**src/rtl/spi_fm_pkg.sv**
```systemverilog
package spi_fm_pkg;

  parameter int DATA_W   = 16;
  parameter int CS_W     = 6;
  parameter int AIDX_W   = 2;
  parameter int NUM_ATTR = 1 << AIDX_W;
  parameter int SIZE_W   = 4;
  parameter int HALF_W   = 8;
  parameter int DLY_W    = 8;
  parameter int MIN_BITS = 4;
  parameter int NB_W     = $clog2(DATA_W) + 1;
  parameter int EDGE_W   = $clog2(2 * DATA_W) + 1;
  parameter int CNT_W    = HALF_W + 1;

  typedef struct packed {
    logic              pha;
    logic              pol;
    logic [DLY_W-1:0]  dly;
    logic [HALF_W-1:0] half;
    logic [SIZE_W-1:0] size_m1;
  } attr_t;

  typedef struct packed {
    logic [DATA_W-1:0] tx;
    logic [CS_W-1:0]   cs;
    logic [AIDX_W-1:0] aidx;
    logic              cont;
  } cmd_t;

  typedef enum logic [2:0] {
    ST_IDLE, ST_LEAD, ST_XFER, ST_TAIL, ST_GAP
  } eng_st_t;

endpackage

```
**src/rtl/spi_fm_fifo.sv**
```systemverilog
module spi_fm_fifo #(
  parameter int W     = 16,
  parameter int DEPTH = 4
) (
  input  logic         clk,
  input  logic         rst_n,
  input  logic         wr_en,
  input  logic [W-1:0] wr_data,
  input  logic         rd_en,
  output logic [W-1:0] rd_data,
  output logic         full,
  output logic         empty
);
  localparam int AW = $clog2(DEPTH);

  logic [W-1:0] mem [DEPTH];
  logic [AW:0]  wp_q, wp_d, rp_q, rp_d;

  always_comb begin
    wp_d = wp_q;
    rp_d = rp_q;
    if (wr_en) wp_d = wp_q + 1'b1;
    if (rd_en) rp_d = rp_q + 1'b1;
  end

  always_ff @(posedge clk or negedge rst_n) begin
    if (!rst_n) begin
      wp_q <= '0;
      rp_q <= '0;
    end else begin
      wp_q <= wp_d;
      rp_q <= rp_d;
    end
  end

  always_ff @(posedge clk) begin
    if (wr_en) mem[wp_q[AW-1:0]] <= wr_data;
  end

  assign rd_data = mem[rp_q[AW-1:0]];
  assign empty   = (wp_q == rp_q);
  assign full    = (wp_q[AW] != rp_q[AW]) && (wp_q[AW-1:0] == rp_q[AW-1:0]);

  // a write never lands on a full queue
  assert_no_overflow_R10: assert property (@(posedge clk) disable iff (!rst_n)
    wr_en |-> !full);
  // a read never drains an empty queue
  assert_no_underflow_R11: assert property (@(posedge clk) disable iff (!rst_n)
    rd_en |-> !empty);

endmodule

```
**src/rtl/spi_fm_engine.sv**
```systemverilog
module spi_fm_engine
  import spi_fm_pkg::*;
(
  input  logic              clk,
  input  logic              rst_n,
  input  attr_t             attr_tab [NUM_ATTR],
  input  logic              cmd_avail,
  input  cmd_t              cmd_word,
  output logic              cmd_take,
  input  logic              rx_space,
  output logic              rx_push,
  output logic [DATA_W-1:0] rx_word,
  output logic              sck,
  output logic              mosi,
  input  logic              miso,
  output logic [CS_W-1:0]   cs_n
);
  eng_st_t           state_q, state_d;
  logic [CNT_W-1:0]  cnt_q, cnt_d;
  logic [EDGE_W-1:0] edge_q, edge_d;
  logic [NB_W-1:0]   nb_q, nb_d, nb_sel, shamt;
  logic [HALF_W-1:0] half_q, half_d;
  logic              pha_q, pha_d, cont_q, cont_d;
  logic              sck_q, sck_d, mosi_q, mosi_d;
  logic [DATA_W-1:0] tx_q, tx_d, rx_q, rx_d, aligned;
  logic [CS_W-1:0]   cs_n_q, cs_n_d;
  logic              lead_edge, last_edge;
  attr_t             sel;

  assign sel       = attr_tab[cmd_word.aidx];
  assign nb_sel    = (sel.size_m1 < SIZE_W'(MIN_BITS - 1)) ? NB_W'(MIN_BITS)
                                                          : NB_W'(sel.size_m1) + 1'b1;
  assign shamt     = NB_W'(DATA_W) - nb_sel;
  assign aligned   = cmd_word.tx << shamt;
  assign lead_edge = ~edge_q[0];
  assign last_edge = (edge_q == ({1'b0, nb_q, 1'b0} - 1'b1));

  always_comb begin
    state_d  = state_q;
    cnt_d    = cnt_q;
    edge_d   = edge_q;
    nb_d     = nb_q;
    half_d   = half_q;
    pha_d    = pha_q;
    cont_d   = cont_q;
    sck_d    = sck_q;
    mosi_d   = mosi_q;
    tx_d     = tx_q;
    rx_d     = rx_q;
    cs_n_d   = cs_n_q;
    cmd_take = 1'b0;
    rx_push  = 1'b0;
    unique case (state_q)
      ST_IDLE: begin
        if (cmd_avail && rx_space) begin
          cmd_take = 1'b1;
          nb_d     = nb_sel;
          half_d   = sel.half;
          pha_d    = sel.pha;
          cont_d   = cmd_word.cont;
          cs_n_d   = ~cmd_word.cs;
          sck_d    = sel.pol;
          mosi_d   = aligned[DATA_W-1];
          tx_d     = sel.pha ? aligned : (aligned << 1);
          rx_d     = '0;
          edge_d   = '0;
          cnt_d    = CNT_W'(sel.dly);
          state_d  = ST_LEAD;
        end
      end
      ST_LEAD: begin
        if (cnt_q == '0) begin
          cnt_d   = CNT_W'(half_q);
          state_d = ST_XFER;
        end else cnt_d = cnt_q - 1'b1;
      end
      ST_XFER: begin
        if (cnt_q == '0) begin
          sck_d  = ~sck_q;
          edge_d = edge_q + 1'b1;
          cnt_d  = CNT_W'(half_q);
          if (lead_edge ^ pha_q) begin
            rx_d = {rx_q[DATA_W-2:0], miso};
          end else begin
            mosi_d = tx_q[DATA_W-1];
            tx_d   = tx_q << 1;
          end
          if (last_edge) state_d = ST_TAIL;
        end else cnt_d = cnt_q - 1'b1;
      end
      ST_TAIL: begin
        if (cnt_q == '0) begin
          rx_push = 1'b1;
          if (cont_q) state_d = ST_IDLE;
          else begin
            cs_n_d  = '1;
            cnt_d   = {half_q, 1'b1};
            state_d = ST_GAP;
          end
        end else cnt_d = cnt_q - 1'b1;
      end
      ST_GAP: begin
        if (cnt_q == '0) state_d = ST_IDLE;
        else cnt_d = cnt_q - 1'b1;
      end
      default: state_d = ST_IDLE;
    endcase
  end

  always_ff @(posedge clk or negedge rst_n) begin
    if (!rst_n) begin
      state_q <= ST_IDLE;
      cnt_q   <= '0;
      edge_q  <= '0;
      nb_q    <= NB_W'(MIN_BITS);
      half_q  <= '0;
      pha_q   <= 1'b0;
      cont_q  <= 1'b0;
      sck_q   <= 1'b0;
      mosi_q  <= 1'b0;
      tx_q    <= '0;
      rx_q    <= '0;
      cs_n_q  <= '1;
    end else begin
      state_q <= state_d;
      cnt_q   <= cnt_d;
      edge_q  <= edge_d;
      nb_q    <= nb_d;
      half_q  <= half_d;
      pha_q   <= pha_d;
      cont_q  <= cont_d;
      sck_q   <= sck_d;
      mosi_q  <= mosi_d;
      tx_q    <= tx_d;
      rx_q    <= rx_d;
      cs_n_q  <= cs_n_d;
    end
  end

  assign sck     = sck_q;
  assign mosi    = mosi_q;
  assign cs_n    = cs_n_q;
  assign rx_word = rx_q;

  // no clock edge during the lead delay or the deselect gap
  assert_quiet_sck_R7: assert property (@(posedge clk) disable iff (!rst_n)
    (state_q == ST_LEAD || state_q == ST_GAP) |=> $stable(sck_q));
  // between edge ticks sck and mosi hold
  assert_hold_between_edges_R6: assert property (@(posedge clk) disable iff (!rst_n)
    (state_q == ST_XFER && cnt_q != '0) |=> ($stable(sck_q) && $stable(mosi_q)));
  // chip selects all released during the gap
  assert_gap_released_R9: assert property (@(posedge clk) disable iff (!rst_n)
    (state_q == ST_GAP) |-> (&cs_n_q));
  // edge count stays below 2N within a frame
  assert_edge_bound_R2: assert property (@(posedge clk) disable iff (!rst_n)
    (state_q == ST_XFER) |-> (edge_q < {1'b0, nb_q, 1'b0}));
  // a finished word always has room in the receive queue
  assert_push_room_R10: assert property (@(posedge clk) disable iff (!rst_n)
    rx_push |-> rx_space);
  // a command is taken only when one is queued
  assert_take_avail_R1: assert property (@(posedge clk) disable iff (!rst_n)
    cmd_take |-> cmd_avail);

endmodule

```
**src/rtl/spi_fm_top.sv**
```systemverilog
module spi_fm_top
  import spi_fm_pkg::*;
#(
  parameter int CMD_DEPTH   = 4,
  parameter int RX_DEPTH    = 4,
  parameter int SYNC_STAGES = 2
) (
  input  logic                                clk,
  input  logic                                rst_n,
  input  logic [NUM_ATTR*$bits(attr_t)-1:0]   attr_cfg,
  input  logic                                cmd_valid,
  output logic                                tx_req,
  input  logic [DATA_W-1:0]                   cmd_tx,
  input  logic [CS_W-1:0]                     cmd_cs,
  input  logic [AIDX_W-1:0]                   cmd_attr,
  input  logic                                cmd_cont,
  output logic [DATA_W-1:0]                   rx_data,
  output logic                                rx_rdy,
  input  logic                                rx_pop,
  output logic                                sck,
  output logic                                mosi,
  input  logic                                miso,
  output logic [CS_W-1:0]                     cs_n
);
  localparam int ATTR_W = $bits(attr_t);
  localparam int CMD_W  = $bits(cmd_t);

  logic [SYNC_STAGES-1:0] sync_q;
  logic                   rst_sync_n;
  attr_t                  attr_tab [NUM_ATTR];
  cmd_t                   cmd_in, cmd_out;
  logic                   cmd_full, cmd_empty, cmd_take, cmd_push;
  logic                   rx_full, rx_empty, rx_push, rx_rd;
  logic [DATA_W-1:0]      rx_word;

  always_ff @(posedge clk or negedge rst_n) begin
    if (!rst_n) sync_q <= '0;
    else        sync_q <= {sync_q[SYNC_STAGES-2:0], 1'b1};
  end
  assign rst_sync_n = sync_q[SYNC_STAGES-1];

  for (genvar k = 0; k < NUM_ATTR; k++) begin : g_attr
    assign attr_tab[k] = attr_t'(attr_cfg[k*ATTR_W +: ATTR_W]);
  end

  assign cmd_in   = '{tx: cmd_tx, cs: cmd_cs, aidx: cmd_attr, cont: cmd_cont};
  assign cmd_push = cmd_valid & ~cmd_full;
  assign rx_rd    = rx_pop & ~rx_empty;

  spi_fm_fifo #(.W(CMD_W), .DEPTH(CMD_DEPTH)) u_cmdq (
    .clk(clk), .rst_n(rst_sync_n),
    .wr_en(cmd_push), .wr_data(cmd_in),
    .rd_en(cmd_take), .rd_data(cmd_out),
    .full(cmd_full), .empty(cmd_empty)
  );

  spi_fm_engine u_eng (
    .clk(clk), .rst_n(rst_sync_n), .attr_tab(attr_tab),
    .cmd_avail(~cmd_empty), .cmd_word(cmd_out), .cmd_take(cmd_take),
    .rx_space(~rx_full), .rx_push(rx_push), .rx_word(rx_word),
    .sck(sck), .mosi(mosi), .miso(miso), .cs_n(cs_n)
  );

  spi_fm_fifo #(.W(DATA_W), .DEPTH(RX_DEPTH)) u_rxq (
    .clk(clk), .rst_n(rst_sync_n),
    .wr_en(rx_push), .wr_data(rx_word),
    .rd_en(rx_rd), .rd_data(rx_data),
    .full(rx_full), .empty(rx_empty)
  );

  assign tx_req = ~cmd_full;
  assign rx_rdy = ~rx_empty;

endmodule

```
**config.mk**
```make
export PLATFORM = sky130hd
export DESIGN_NAME = spi_fm_top
export DESIGN_NICKNAME = d
export VERILOG_FILES = /design/src/rtl/spi_fm_pkg.sv /design/src/rtl/spi_fm_fifo.sv /design/src/rtl/spi_fm_engine.sv /design/src/rtl/spi_fm_top.sv
export SDC_FILE = /design/constraint.sdc
export NUM_CORES = 1
export LEC_CHECK = 0
export ABC_CLOCK_PERIOD_IN_PS = 6900
export BUFFER_PORTS_ARGS = -buffer_cell sky130_fd_sc_hd__buf_2
export CAP_MARGIN = 5
export CORE_MARGIN = 8
export CORE_UTILIZATION = 39
export DETAILED_ROUTE_END_ITERATION = 7
export HOLD_SLACK_MARGIN = 0.02
export SYNTH_ARGS = -nofsm -noshare
export SYNTH_HDL_FRONTEND = slang
export SYNTH_SLANG_ARGS = --single-unit
```
**constraint.sdc**
```tcl
create_clock -name clk -period 6.9 [get_ports clk]
set_input_delay 1.38 -clock clk [delete_from_list [all_inputs] [get_ports clk]]
set_output_delay 1.38 -clock clk [all_outputs]
set_load 0.02 [all_outputs]
```
==> summary by stage, run 1 <==
Status
The run finished with clean final reports.

CTS
The clock network latency to the later pin of the worst-skew pair is around 540 ps. The clock tree from TritonCTS is yes. Buffers inserted during clock tree synthesis total 27.

After clock tree synthesis, the flow added hold-fix buffers numbering 0. The number of sinks handled by clock tree synthesis is 251. No sink is reached through more buffers than the 3 on the longest clock path. The H-tree depth reported by CTS is 1.

The clock edge transition at the registers on the reported setup and hold paths is ~60 ps. In this run the clock root is driven by a sky130_fd_sc_hd__clkbuf_16. The number of gates given a new drive strength after cts is 0. The number of buffers inserted by post-CTS setup repair is 0.

Timing
After layout, the minimum clock period comes to 5470 ps. For the pin with the worst max-slew slack, the measured transition is 948 ps. On the final layout, the worst clock skew is 19.8 ps.

The accumulated negative setup slack is 0 ps. Of the available clock period, the critical path in the final layout requires 0.793. Setup repair after global routing left no endpoint under its margin. The normalized max-slew margin is 0.363. Setup violations remaining at the end of the flow were counted as 0. The maximum clock frequency is 183 MHz.

The final number of hold-violating endpoints is 0. The final count of pins violating max slew came to 0.

Global route
For this run, the total global-route usage over all layers was measured as 0.145. The number of global-route vias before repair is roughly 7800. The number of antenna violations at the first check in global routing is 0. The maximum number of pins on one net before global-route repair is 55. Summed over all layers, the global routing overflow is 0. The global-route wire length before repair is 43.0 mm.

Worst hold path
The min-delay analysis places its worst path in the category register to asynchronous set/reset pin.

Final layout
The number of antenna diodes in the final layout is 0. The area of all placed cells without fillers is 14100 um2. In the final layout, the share of cells above drive strength 1 is 0.277. The utilization after layout is 0.459. The final layout contains 1180 nets. The final standard cell count with taps included and fillers excluded is around 1500. The post-synthesis to final-layout area growth is 16.3%.

Critical path
The maximum net fanout on the critical path is 27. The worst path required time is 7360 ps. The critical path goes through buf_4 -> mux4_2 -> mux2_2 -> inv_1 -> ha_1 -> o31a_1 -> inv_1 -> ha_1 -> xnor2_1 -> a2111oi_0 -> a211oi_1 -> a21oi_1 -> nor3_1. The kind of capture point of the worst setup path is a register. By startpoint and endpoint, the worst setup path is classified as register to register. For this run, the slowest stage of the critical path takes 820 ps. For the worst setup path, the data arrival time is 5930 ps. The category of the worst setup path launch point is a register. The slowest stage of the critical path is the sky130_fd_sc_hd__xnor2_1 cell.

Floorplanning
The top-level I/O count is 144. Measured along the x axis, the die boundary spans roughly 190 um. The core area is between 30000 and 40000 um2.

The initial utilization of the core area, before any placement, comes to 0.395. The die outline height is 192 um. The floorplan has 64 rows. The floorplan step defined a die boundary enclosing approximately 37000 um2.

Yosys
For this run, the number of Yosys warnings is 0. The post-synthesis cell type count is 56. The synthesized flop and latch total is 251. The netlist area before placement is 12100 um2.

Among all flip-flop cells after synthesis, the most frequent one is sky130_fd_sc_hd__edfxtp_1. The register area share after synthesis is 0.588. The number of enable flip-flop cells after synthesis is roughly 160. The proportion of synthesized flip-flops having asynchronous set or reset is 0.347. The mean post-synth cell area is 13.3 um2. The number of nets handed over by synthesis was 1042.

The instance count of the mapped netlist is a little over 900.

Placed design
The port buffer count is 143. The routability congestion estimate from global placement is slightly above 0.8. Counting tap cells, the placed design contains a total of approximately 1400 instances. The half-perimeter wire length after placement is 18.8 mm.

The post-placement cell area is 13200 um2.

Power and ir drop
The largest voltage drop on the vdd net is 260 uV. The leakage power total is 5.58 nW. The areal power density over the cells is 484 nW/um2.

Drt
Before antenna repair, the detailed router went through 4 iterations. In this run the remaining antenna-violating nets after routing total 0. The post-detailed-route DRC marker count is 0. The final routed wirelength across all metal layers is roughly 27 mm. The via count is around 7800.

Dividing the detail-routed wire length by the instance count gives 18.4 um. The first routing iteration left 484 violations. Using the TritonRoute via totals, the vias-per-cell ratio works out to roughly 5.3.

Run
The tool flagged a number of max-cap violations equal to 0.
-- final cells by class --
| class | count | area, um2 |
|---|---|---|
| clock buffer | 36 | 729 |
| clock inverter | 14 | 111 |
| fill | 2794 | 16500 |
| inverter | 13 | 48.8 |
| multi-input combinational | 593 | 4700 |
| sequential | 251 | 7110 |
| tap | 396 | 495 |
| timing repair buffer | 161 | 851 |
-- worst max-delay path, delay by kind of cell, from the launching register on --
family                     cells  cell delay (ps)
buffers and inverters          3              990
DFF                            1              370
AOI/OAI and AO/OA              4             1280
muxes                          2             1030
adders and majority gates      2              710
xor gates and xnor gates       1              820
and+or+nand+nor                1              190
-- final timing paths --
check,startpoint,to,slack (ps),depth (start not counted)
worst max-delay path,u_cmdq.rp_q[0],u_eng.tx_q[13],1430,13
worst min-delay path,sync_q[1],u_eng.rx_word[10],290,0
worst max register to register,u_cmdq.rp_q[0],u_eng.tx_q[13],1430,13
worst min register to register,sync_q[1],u_eng.rx_word[10],290,0
max in group asynchronous,sync_q[1],u_eng.sck,5550,1
min in group clk,sync_q[0],sync_q[1],350,0
-- where the power goes --
group	internal, mW	switching (mW)
logic	1.44	1.87
clock network	0.783	0.585
registers	1.93	0.204
total	4.15	2.66
-- registers in the layout (all words and copies together), names as in the netlist, 2 cells and up --
| signal | flops |
|---|---|
| u_eng.rx_word | 16 |
| u_eng.cs_n | 6 |
| u_eng.edge_q | 6 |
| sync_q | 2 |
| u_rxq.wp_q | 3 |
| u_eng.half_q | 8 |
| u_rxq.mem | 64 |
| u_rxq.rp_q | 3 |
| u_eng.state_q | 3 |
| u_eng.tx_q | 16 |
| u_cmdq.wp_q | 3 |
| u_cmdq.rp_q | 3 |
| u_eng.cnt_q | 9 |
| u_cmdq.mem | 100 |
| u_eng.nb_q | 5 |
-- layout by cell type (no fill, tap or decap), types with 11 or more instances in the layout --
cell type                   Yosys  routed
sky130_fd_sc_hd__a211oi_1      11      11
sky130_fd_sc_hd__mux2_2        12      12
sky130_fd_sc_hd__nor3_1        14      13
sky130_fd_sc_hd__nand2_1      126     126
sky130_fd_sc_hd__nor2_1        56      56
sky130_fd_sc_hd__dfrtp_1       80      79
sky130_fd_sc_hd__xnor2_1       17      17
sky130_fd_sc_hd__mux4_2        63      63
sky130_fd_sc_hd__inv_1         13      13
sky130_fd_sc_hd__nand3_1       43      43
sky130_fd_sc_hd__buf_2          6     143
sky130_fd_sc_hd__xor2_1        17      17
sky130_fd_sc_hd__a31oi_1       13      13
sky130_fd_sc_hd__buf_4          1      18
sky130_fd_sc_hd__a21oi_1       44      44
sky130_fd_sc_hd__edfxtp_1     164     164
sky130_fd_sc_hd__mux2i_1       22      22
sky130_fd_sc_hd__o21ai_0       33      33
sky130_fd_sc_hd__ha_1          15      15
sky130_fd_sc_hd__clkbuf_16      0      27
-- metal layers --
metal | track usage | routed length (um)
met4 | 0.0370 | 583
met1 | 0.191 | 12100
met5 | 0 | 0
met2 | 0.247 | 13300
met3 | 0.0202 | 982
-- synthesized netlist by cell type (2+ instances only) --
cell                        number  area (um2)
sky130_fd_sc_hd__edfxtp_1      164        4920
sky130_fd_sc_hd__nand2_1       126         473
sky130_fd_sc_hd__dfrtp_1        80        2000
sky130_fd_sc_hd__mux4_2         63        1420
sky130_fd_sc_hd__nor2_1         56         210
sky130_fd_sc_hd__a21oi_1        44         220
sky130_fd_sc_hd__nand3_1        43         215
sky130_fd_sc_hd__clkbuf_1       34         128
sky130_fd_sc_hd__o21ai_0        33         165
sky130_fd_sc_hd__mux2i_1        22         220
sky130_fd_sc_hd__xnor2_1        17         149
sky130_fd_sc_hd__xor2_1         17         149
sky130_fd_sc_hd__ha_1           15         188
sky130_fd_sc_hd__nor3_1         14        70.1
sky130_fd_sc_hd__a31oi_1        13        81.3
sky130_fd_sc_hd__inv_1          13        48.8
sky130_fd_sc_hd__mux2_2         12         135
sky130_fd_sc_hd__a211oi_1       11        82.6
sky130_fd_sc_hd__nand2b_1        9        56.3
sky130_fd_sc_hd__or3_1           9        56.3
sky130_fd_sc_hd__and2_1          8        50.1
sky130_fd_sc_hd__buf_1           8        30.0
sky130_fd_sc_hd__dfstp_2         7         184
sky130_fd_sc_hd__o31ai_1         7        52.6
sky130_fd_sc_hd__buf_2           6        30.0
sky130_fd_sc_hd__mux4_1          6         158
sky130_fd_sc_hd__a32oi_1         5        43.8
sky130_fd_sc_hd__and3_1          5        31.3
sky130_fd_sc_hd__nand4_1         5        31.3
sky130_fd_sc_hd__o211ai_1        5        37.5
sky130_fd_sc_hd__or2_2           5        31.3
sky130_fd_sc_hd__a22o_1          4        35.0
sky130_fd_sc_hd__nor3b_1         4        30.0
sky130_fd_sc_hd__o22ai_1         4        25.0
sky130_fd_sc_hd__a221oi_1        3        26.3
sky130_fd_sc_hd__a22oi_1         3        22.5
sky130_fd_sc_hd__buf_6           3        33.8
sky130_fd_sc_hd__mux2_4          3        45.0
sky130_fd_sc_hd__o221ai_1        3        26.3
sky130_fd_sc_hd__a2111oi_0       2        17.5
sky130_fd_sc_hd__o2bb2ai_1       2        17.5
sky130_fd_sc_hd__o31a_1          2        17.5
-- cell families (layout without fill, tap and decap cells) --
| logic type | count (synthesis) | in the layout | synth area share |
|---|---|---|---|
| XOR/XNOR | 34 | 34 | 0.0246 |
| flip-flops | 251 | 251 | 0.588 |
| buffers and inverters | 65 | 224 | 0.0230 |
| multiplexers | 106 | 106 | 0.164 |
| AND/OR/NAND/NOR | 287 | 287 | 0.106 |
| AO/OA/AOI/OAI | 149 | 149 | 0.0782 |
| adder cells (fa/ha/maj) | 16 | 16 | 0.0164 |
| other | 1 | 1 | 0.000310 |
-- metrics by stage --
stage               setup WS [ps]  power, mW  hold WS [ps]
CTS                          1400       6.85           312
finish                       1430       6.81           290
floorplan                    2140       4.71           331
detailed placement           1420       5.46           305
global route                  931       7.22           335
global placement             1530       5.43           306
(Power assumes the default switching activity.)
==> inputs of run 2 (changes only) <==
Settings changed: ABC_CLOCK_PERIOD_IN_PS 6900 to 4500.
Clock period 6.9 ns to 4.5 ns, I/O delays scaled along.
==> run 2 against run 1 <==
Fmax rose by 30%. Worst setup slack got worse by 1100 ps. Critical path depth did not move. Critical path type unchanged.
==> summary by stage, run 2 (synthesis results as in run 1) <==
Critical path
The critical path starts at u_cmdq.rp_q[0]. The endpoint identified for the worst register-to-register timing path is u_eng.tx_q[7]. The category of the worst setup path launch point is a register. The logic depth of the worst register-to-register path is 13. The startpoint identified for the worst register-to-register timing path is u_cmdq.rp_q[0]. The worst path required time is 4930 ps. The endpoint of the most critical setup path is u_eng.tx_q[7]. The worst register-to-register path has a setup slack of 300 ps. STA classifies the critical path endpoint as a register. The setup path with the least slack is of type register to register. The data arrival time of the worst path is ~4600 ps. The maximum net fanout on the critical path is 9.

Run
The number of max-cap violations is 0.

CTS
The clock buffer count from CTS is 27. The maximum root-to-sink buffer count is 3. In this run the number of H-tree levels came out at 1.

The clock edge transition at the registers on the reported setup and hold paths is 60 ps. The tree is rooted in a sky130_fd_sc_hd__clkbuf_16. The clock network latency to the later pin of the worst-skew pair is 540 ps. The number of sinks handled by clock tree synthesis is 251. TritonCTS built the clock tree. The hold buffer count at CTS is 0.

Timing
The final number of hold-violating endpoints is 0. The maximum clock frequency is 238 MHz. Measured against its own limit, the worst slew margin works out to 0.391.

The slew at the pin closest to its max-slew limit is 914 ps. The accumulated negative setup slack is 0 ps. The minimum clock period after layout is between 4000 and 5000 ps. Setup repair after global routing left no endpoint under its margin. The setup violation total in the final timing report is 0.

The final count of pins violating max slew is 0. The post-route clock skew is 24.3 ps. Once routing completed, OpenROAD measured the worst setup slack at 302 ps.

The ratio of final minimum period to clock period is 0.933.

Placed design
At the end of routability-driven placement, the weighted congestion stood at 0.809. The post-placement worst setup slack is around 92 ps. The port buffer count is 143.

The half-perimeter wire length after placement is 18.8 mm. The number of placed instances, taps included, is approximately 1400.

Floorplanning
The number of standard-cell rows in the floorplan is 64. The area enclosed by the die boundary is 36900 um2. The region available for standard cell placement spans 30600 um2. The top-level I/O count is 144.

The starting density of the core is 0.395. The overall die width is 192 um. The die outline height is around 190 um.

Final layout
The fraction of final layout cells sized beyond drive strength 1 is 0.290. The number of filler cells placed in the layout is 2788. Leaving out fill and tap cells, the most frequent cell in the layout is sky130_fd_sc_hd__edfxtp_1. The final standard cell count with taps included and fillers excluded is 1481. The register with the most flip-flops in the layout has 100 of them.

In the final layout, flip-flops and latches occupy 7120 um2. In the final layout, the multi-input gates occupy 4730 um2. Leaving out fill and tap cells, the most frequent cells in the layout are sky130_fd_sc_hd__edfxtp_1, sky130_fd_sc_hd__buf_2, sky130_fd_sc_hd__nand2_1, sky130_fd_sc_hd__dfrtp_1, sky130_fd_sc_hd__mux4_2. The number of diodes is 0. The count of nets after finishing is between 1000 and 1500.

The area growth from synthesis to layout is 17.5%.

Drt
In the routed design, unresolved DRC markers number 0. In this run, the number of DRC markers left after iteration 0 of detailed routing was a little under 500. The detailed router placed 7897 vias in this run. The number of search-and-repair iterations in the first detailed-routing pass is 5. Once detail routing completed, the nets flagged for antenna violations numbered 0. After detailed routing, the average wire length per cell comes to roughly 18 um. The final routed wirelength across all metal layers is 26.8 mm.

After detailed routing, the number of vias per cell comes to 5.33.

Global route
The peak-usage layer in the global routing report is met2. The number of global-route vias before repair came to 7880. The remaining global-route overflow is 0. Entering global routing, the biggest net connects 46 pins. For this run, global-route usage on met2 was measured as 0.240.

Across every metal layer, demand over resource in global routing totals 0.144. For this run, global-route usage on met1 was measured as 0.191. The first global-routing pass estimated 43.0 mm of wire. The number of antenna violations at the first check in global routing is 1. The met3 layer usage reported by global route is 0.0261.

Power and ir drop
IR analysis of the VDD net gives a maximum drop of 493 uV. The analysis attributes to cell leakage a power of 5.66 nW. The areal power density over the cells is about 750 nW/um2.

Worst hold path
The path class of the tightest hold or removal check is primary input to asynchronous set/reset pin.

Status
The flow ran to the end, and the final reports show no timing, DRC or antenna violations.
-- run 2: worst min path at each step --
stage                     end  slack [ps]  cells after the start
floorplan           sync_q[1]         330                      0
global placement    sync_q[1]         340                      0
detailed placement  sync_q[1]         340                      0
CTS                 sync_q[1]         130                      1
global route        sync_q[1]         130                      1
finish              sync_q[1]         150                      1
-- run 2: cell type report --
class | instances | area share
clock buffer | 37 | 0.0502
clock inverter | 13 | 0.00863
inverter | 13 | 0.00344
multi-input combinational | 593 | 0.333
sequential | 251 | 0.501
tap | 396 | 0.0349
timing repair buffer | 178 | 0.0689
-- run 2: metal layers --
metal | share of wire | vias to the layer above
met1 | 0.45 | 3875
met2 | 0.48 | 201
met4 | 0.022 | 2
li1 | - | 3779
met5 | 0.00045 | -
met3 | 0.050 | 40
-- run 2: where the power goes --
group          leakage, nW  switching [mW]  internal, mW
clock network        0.398           0.872          1.22
registers             2.67           0.282          2.96
logic                 2.59            2.98          2.38
total                 5.66            4.14          6.57
-- run 2: critical path, cell delays in order (launching register included) --
cell,delay [ps]
sky130_fd_sc_hd__dfrtp_2,420
sky130_fd_sc_hd__mux4_2,620
sky130_fd_sc_hd__mux2i_1,210
sky130_fd_sc_hd__mux2_2,240
sky130_fd_sc_hd__inv_1,70
sky130_fd_sc_hd__ha_1,230
sky130_fd_sc_hd__or3_1,400
sky130_fd_sc_hd__nand2_1,100
sky130_fd_sc_hd__ha_2,350
sky130_fd_sc_hd__inv_1,210
sky130_fd_sc_hd__mux4_2,390
sky130_fd_sc_hd__mux4_2,530
sky130_fd_sc_hd__a221oi_2,230
sky130_fd_sc_hd__nor2_1,70
-- run 2: repair_timing --
action | CTS | global route
setup endpoints to repair | 0 | 15
gates resized for setup | 0 | 6
setup buffers | 0 | 2
-- run 2: per-stage QoR --
step	util	hold WS [ps]	instance area, um2	power (mW)
final	0.464	150	14200	10.7
after floorplan	-	331	12100	7.23
after CTS	0.463	126	14200	10.7
after global routing	0.464	134	14200	11.4
after detailed placement	0.436	341	13300	8.57
after global placement	0.436	340	13300	8.50
==> inputs of run 3 (changes only) <==
Settings changed: ABC_AREA set to 1.
==> run 3 against run 2 <==
Clock skew fell by 12 ps. Non-clock buffer count decreased by 10. Hold slack better by 1.1 ps. Cell area is 1.0% higher. Global-route usage is 1.5 points higher. Register-to-register slack improved by 110 ps. Largest cell class unchanged.
==> summary by stage, run 3 <==
Timing
The minimum clock period after layout is 4090 ps. The slew at the pin closest to its max-slew limit is 781 ps. The final number of hold-violating endpoints came to 0. The clock arrives with about 13 ps of skew.

The final worst hold slack is 151 ps. In the finished design, the share of the clock period the worst path needs comes to 0.910. The final count of pins violating max slew is 0. The maximum clock frequency is 244 MHz. The accumulated negative setup slack is 0 ps. Setup violations remaining at the end of the flow were counted as 0. The normalized max-slew margin is 0.478.

Yosys
The predominant post-synthesis flop cell is sky130_fd_sc_hd__edfxtp_1. The most common cell in the synthesized netlist is sky130_fd_sc_hd__nand2_1. Of the synthesized area, sequential elements account for 0.572. The netlist area before placement is between 10000 and 15000 um2. Of the post-synthesis cell area, the dominant cell type holds 0.396. The number of enable flip-flop cells after synthesis is 164. In the synthesized netlist, the number of instances is 1304. After synthesis, the mean cell area works out to 9.53 um2. Ranked by instance count, the synthesized netlist is headed by sky130_fd_sc_hd__nand2_1, sky130_fd_sc_hd__edfxtp_1, sky130_fd_sc_hd__nor2_1. Ranked by total cell area, the synthesized netlist is headed by sky130_fd_sc_hd__edfxtp_1, sky130_fd_sc_hd__dfrtp_1, sky130_fd_sc_hd__nand2_1. The synthesized flop and latch total is 251.

The proportion of synthesized flip-flops having asynchronous set or reset is 0.347. The number of nets produced by synthesis is ~1400. The synthesized design spends more area on one cell type than any other, namely sky130_fd_sc_hd__edfxtp_1. Yosys printed 0 warnings. The post-synthesis cell type count is 58.

Drt
The detail route stage leaves a number of antenna-violating nets equal to 0. The first detailed-routing pass took 5 iterations. Dividing the detail-routed via count by the number of cells gives 5.20. The routed layout has 9659 vias. The post-detailed-route DRC marker count is 0. The detailed router finished its first iteration with 743 violations. For this block, the routed nets add up to between 30 and 40 mm of wire. The post-detailed-route wirelength per cell is 16.5 um.

Critical path
The logic depth of the worst register-to-register path is 21. Of all nets on the critical path, the largest fanout is 22. The worst setup path is captured at a register. The cell type of the slowest stage on the worst timing path is sky130_fd_sc_hd__ha_2. For flop-to-flop paths, the worst setup slack is 410 ps. The critical path goes through inv_6 -> nand2_1 -> nand3_2 -> nand2_4 -> inv_4 -> nand3_1 -> nand2_1 -> ha_1 -> inv_1 -> nand3_2 -> nand2_1 -> buf_4 -> ha_2 -> clkinvlp_4 -> nand3_1 -> nand3_1 -> a21oi_1 -> nand3_1 -> nand3_1 -> nand2_1 -> o21ai_1. The category of the worst setup path launch point is a register. In this design, the critical path's most frequently occurring cell is sky130_fd_sc_hd__nand3_1. The critical path crosses 21 cells after its start point.

The number of buffers and inverters on the critical path is 5. The data arrival time of the worst path is roughly 4600 ps. The critical path is of the register to register type. The worst path required time is 4950 ps.

The cell family contributing the most delay on the critical path is simple AND/OR/NAND/NOR gates. The delay of the slowest critical-path stage is around 500 ps.

Floorplanning
The overall die width is 194 um. The top-level I/O count is between 100 and 150. For this configuration, the core starts out at a cell density of 0.395. In this run the standard cell core region covers 31500 um2. From bottom edge to top edge, the die measures ~190 um. The number of standard-cell rows in the floorplan is 65. The floorplan step defined a die boundary enclosing 37800 um2.

Final layout
The filler cells instantiated in the layout total 2992. Of the cells placed in the final design, the portion with a size suffix greater than 1 is 0.180. The leading cell type in the layout, fill and taps excluded is sky130_fd_sc_hd__nand2_1. In the final design database the tool counted 1568 nets. The repair_antennas step left the layout with diodes totalling 0. In the layout the commonest cells are sky130_fd_sc_hd__nand2_1, sky130_fd_sc_hd__edfxtp_1, sky130_fd_sc_hd__buf_2, sky130_fd_sc_hd__nor2_1, sky130_fd_sc_hd__nand3_1.

The area growth from synthesis to layout is 15.5%. The flip-flop count of the largest register, all copies and words added is 100.

CTS
The number of buffers inserted by post-CTS setup repair is 0. The clock edge transition at the registers on the reported setup and hold paths is about 60 ps. The clock network latency to the later pin of the worst-skew pair is 530 ps. Gates resized during post-CTS repair numbered 0. The hold buffer count at CTS is 0. Clock tree synthesis inserted a total of 27 buffers.

The maximum root-to-sink buffer count is 3. TritonCTS built the clock tree. In this run the clock root is driven by a sky130_fd_sc_hd__clkbuf_16.

The number of sinks handled by clock tree synthesis is 251. The H-tree depth reported by CTS is 1.

Global route
The first global-routing pass estimated 49.7 mm of wire. Entering global routing, the biggest net connects 45 pins. The remaining global-route overflow is 0.

The number of antenna violations at the first check in global routing is 0. In the global route stage, overall resource usage came out at 0.158. The number of global-route vias before repair is 9398.

Placed design
Buffers placed on the I/O ports in this run total 143. After legalization and detailed placement, the total HPWL measured approximately 21 mm. The congestion estimate from routability-driven global placement came to between 0.9 and 1.

Status
The run finished with clean final reports.

Worst hold path
The min-delay analysis places its worst path in the category primary input to asynchronous set/reset pin.

Run
The number of max-cap violations is 0.
[run 3: changes by cell type after synthesis, moves of 12 or more]
cell	previous run	this run
sky130_fd_sc_hd__nand2_1	126	224
sky130_fd_sc_hd__inv_1	13	105
sky130_fd_sc_hd__o21ai_0	33	125
sky130_fd_sc_hd__nand3_1	43	129
sky130_fd_sc_hd__nor2_1	56	138
sky130_fd_sc_hd__mux4_2	63	0
sky130_fd_sc_hd__o22ai_1	4	47
sky130_fd_sc_hd__mux2i_1	22	6
sky130_fd_sc_hd__o21ai_1	1	15
sky130_fd_sc_hd__a31oi_1	13	1
[run 3: metal layers]
layer  track usage  vias to the layer above  part of all wire
met5             0                        -                 0
met4        0.0376                        0             0.021
met3        0.0276                       51             0.044
met2         0.258                      249              0.46
met1         0.217                     4557              0.48
li1              -                     4802                 -
[run 3: cell families after synthesis]
| logic type | Yosys count | synth area share |
|---|---|---|
| AND/OR/NAND/NOR | 551 | 0.198 |
| AO/OA/AOI/OAI | 276 | 0.131 |
| flip-flops | 251 | 0.572 |
| buffers and inverters | 178 | 0.0606 |
| XOR/XNOR | 25 | 0.0176 |
| adder cells (fa/ha/maj) | 15 | 0.0151 |
| multiplexers | 7 | 0.00574 |
| other | 1 | 0.000302 |
[run 3: stage by stage]
step                utilization  cells  cell area (um2)  setup WS [ps]
finish                    0.456   1856            14400            407
global route              0.456   1856            14400          -4.63
CTS                       0.456   1856            14300            267
detailed placement        0.430   1808            13500            297
global placement          0.430   1808            13500            479
floorplan                     -   1304            12400           1270
[run 3: layout make-up]
class / count / area (um2) / share of cell area
clock inverters: 17 / 131 / 0.00916
multi-input cells: 875 / 4570 / 0.319
repair buffers: 168 / 903 / 0.0630
flip-flops and latches: 251 / 7120 / 0.496
inverters: 112 / 432 / 0.0301
clock buffers: 31 / 691 / 0.0481
well taps: 402 / 503 / 0.0351
[run 3: worst paths after layout]
path                                 from               end
max                        u_cmdq.rp_q[0]    u_eng.tx_q[11]
min                                 rst_n         sync_q[1]
max reg2reg                u_cmdq.rp_q[0]    u_eng.tx_q[11]
min reg2reg                     sync_q[1]  u_eng.rx_word[4]
max in group asynchronous       sync_q[1]     u_eng.cs_n[3]
min in group clk                sync_q[0]         sync_q[1]
Power of run 3 is not shown: default switching activity piles up to over one toggle a cycle in this logic, so the estimate is an artifact.
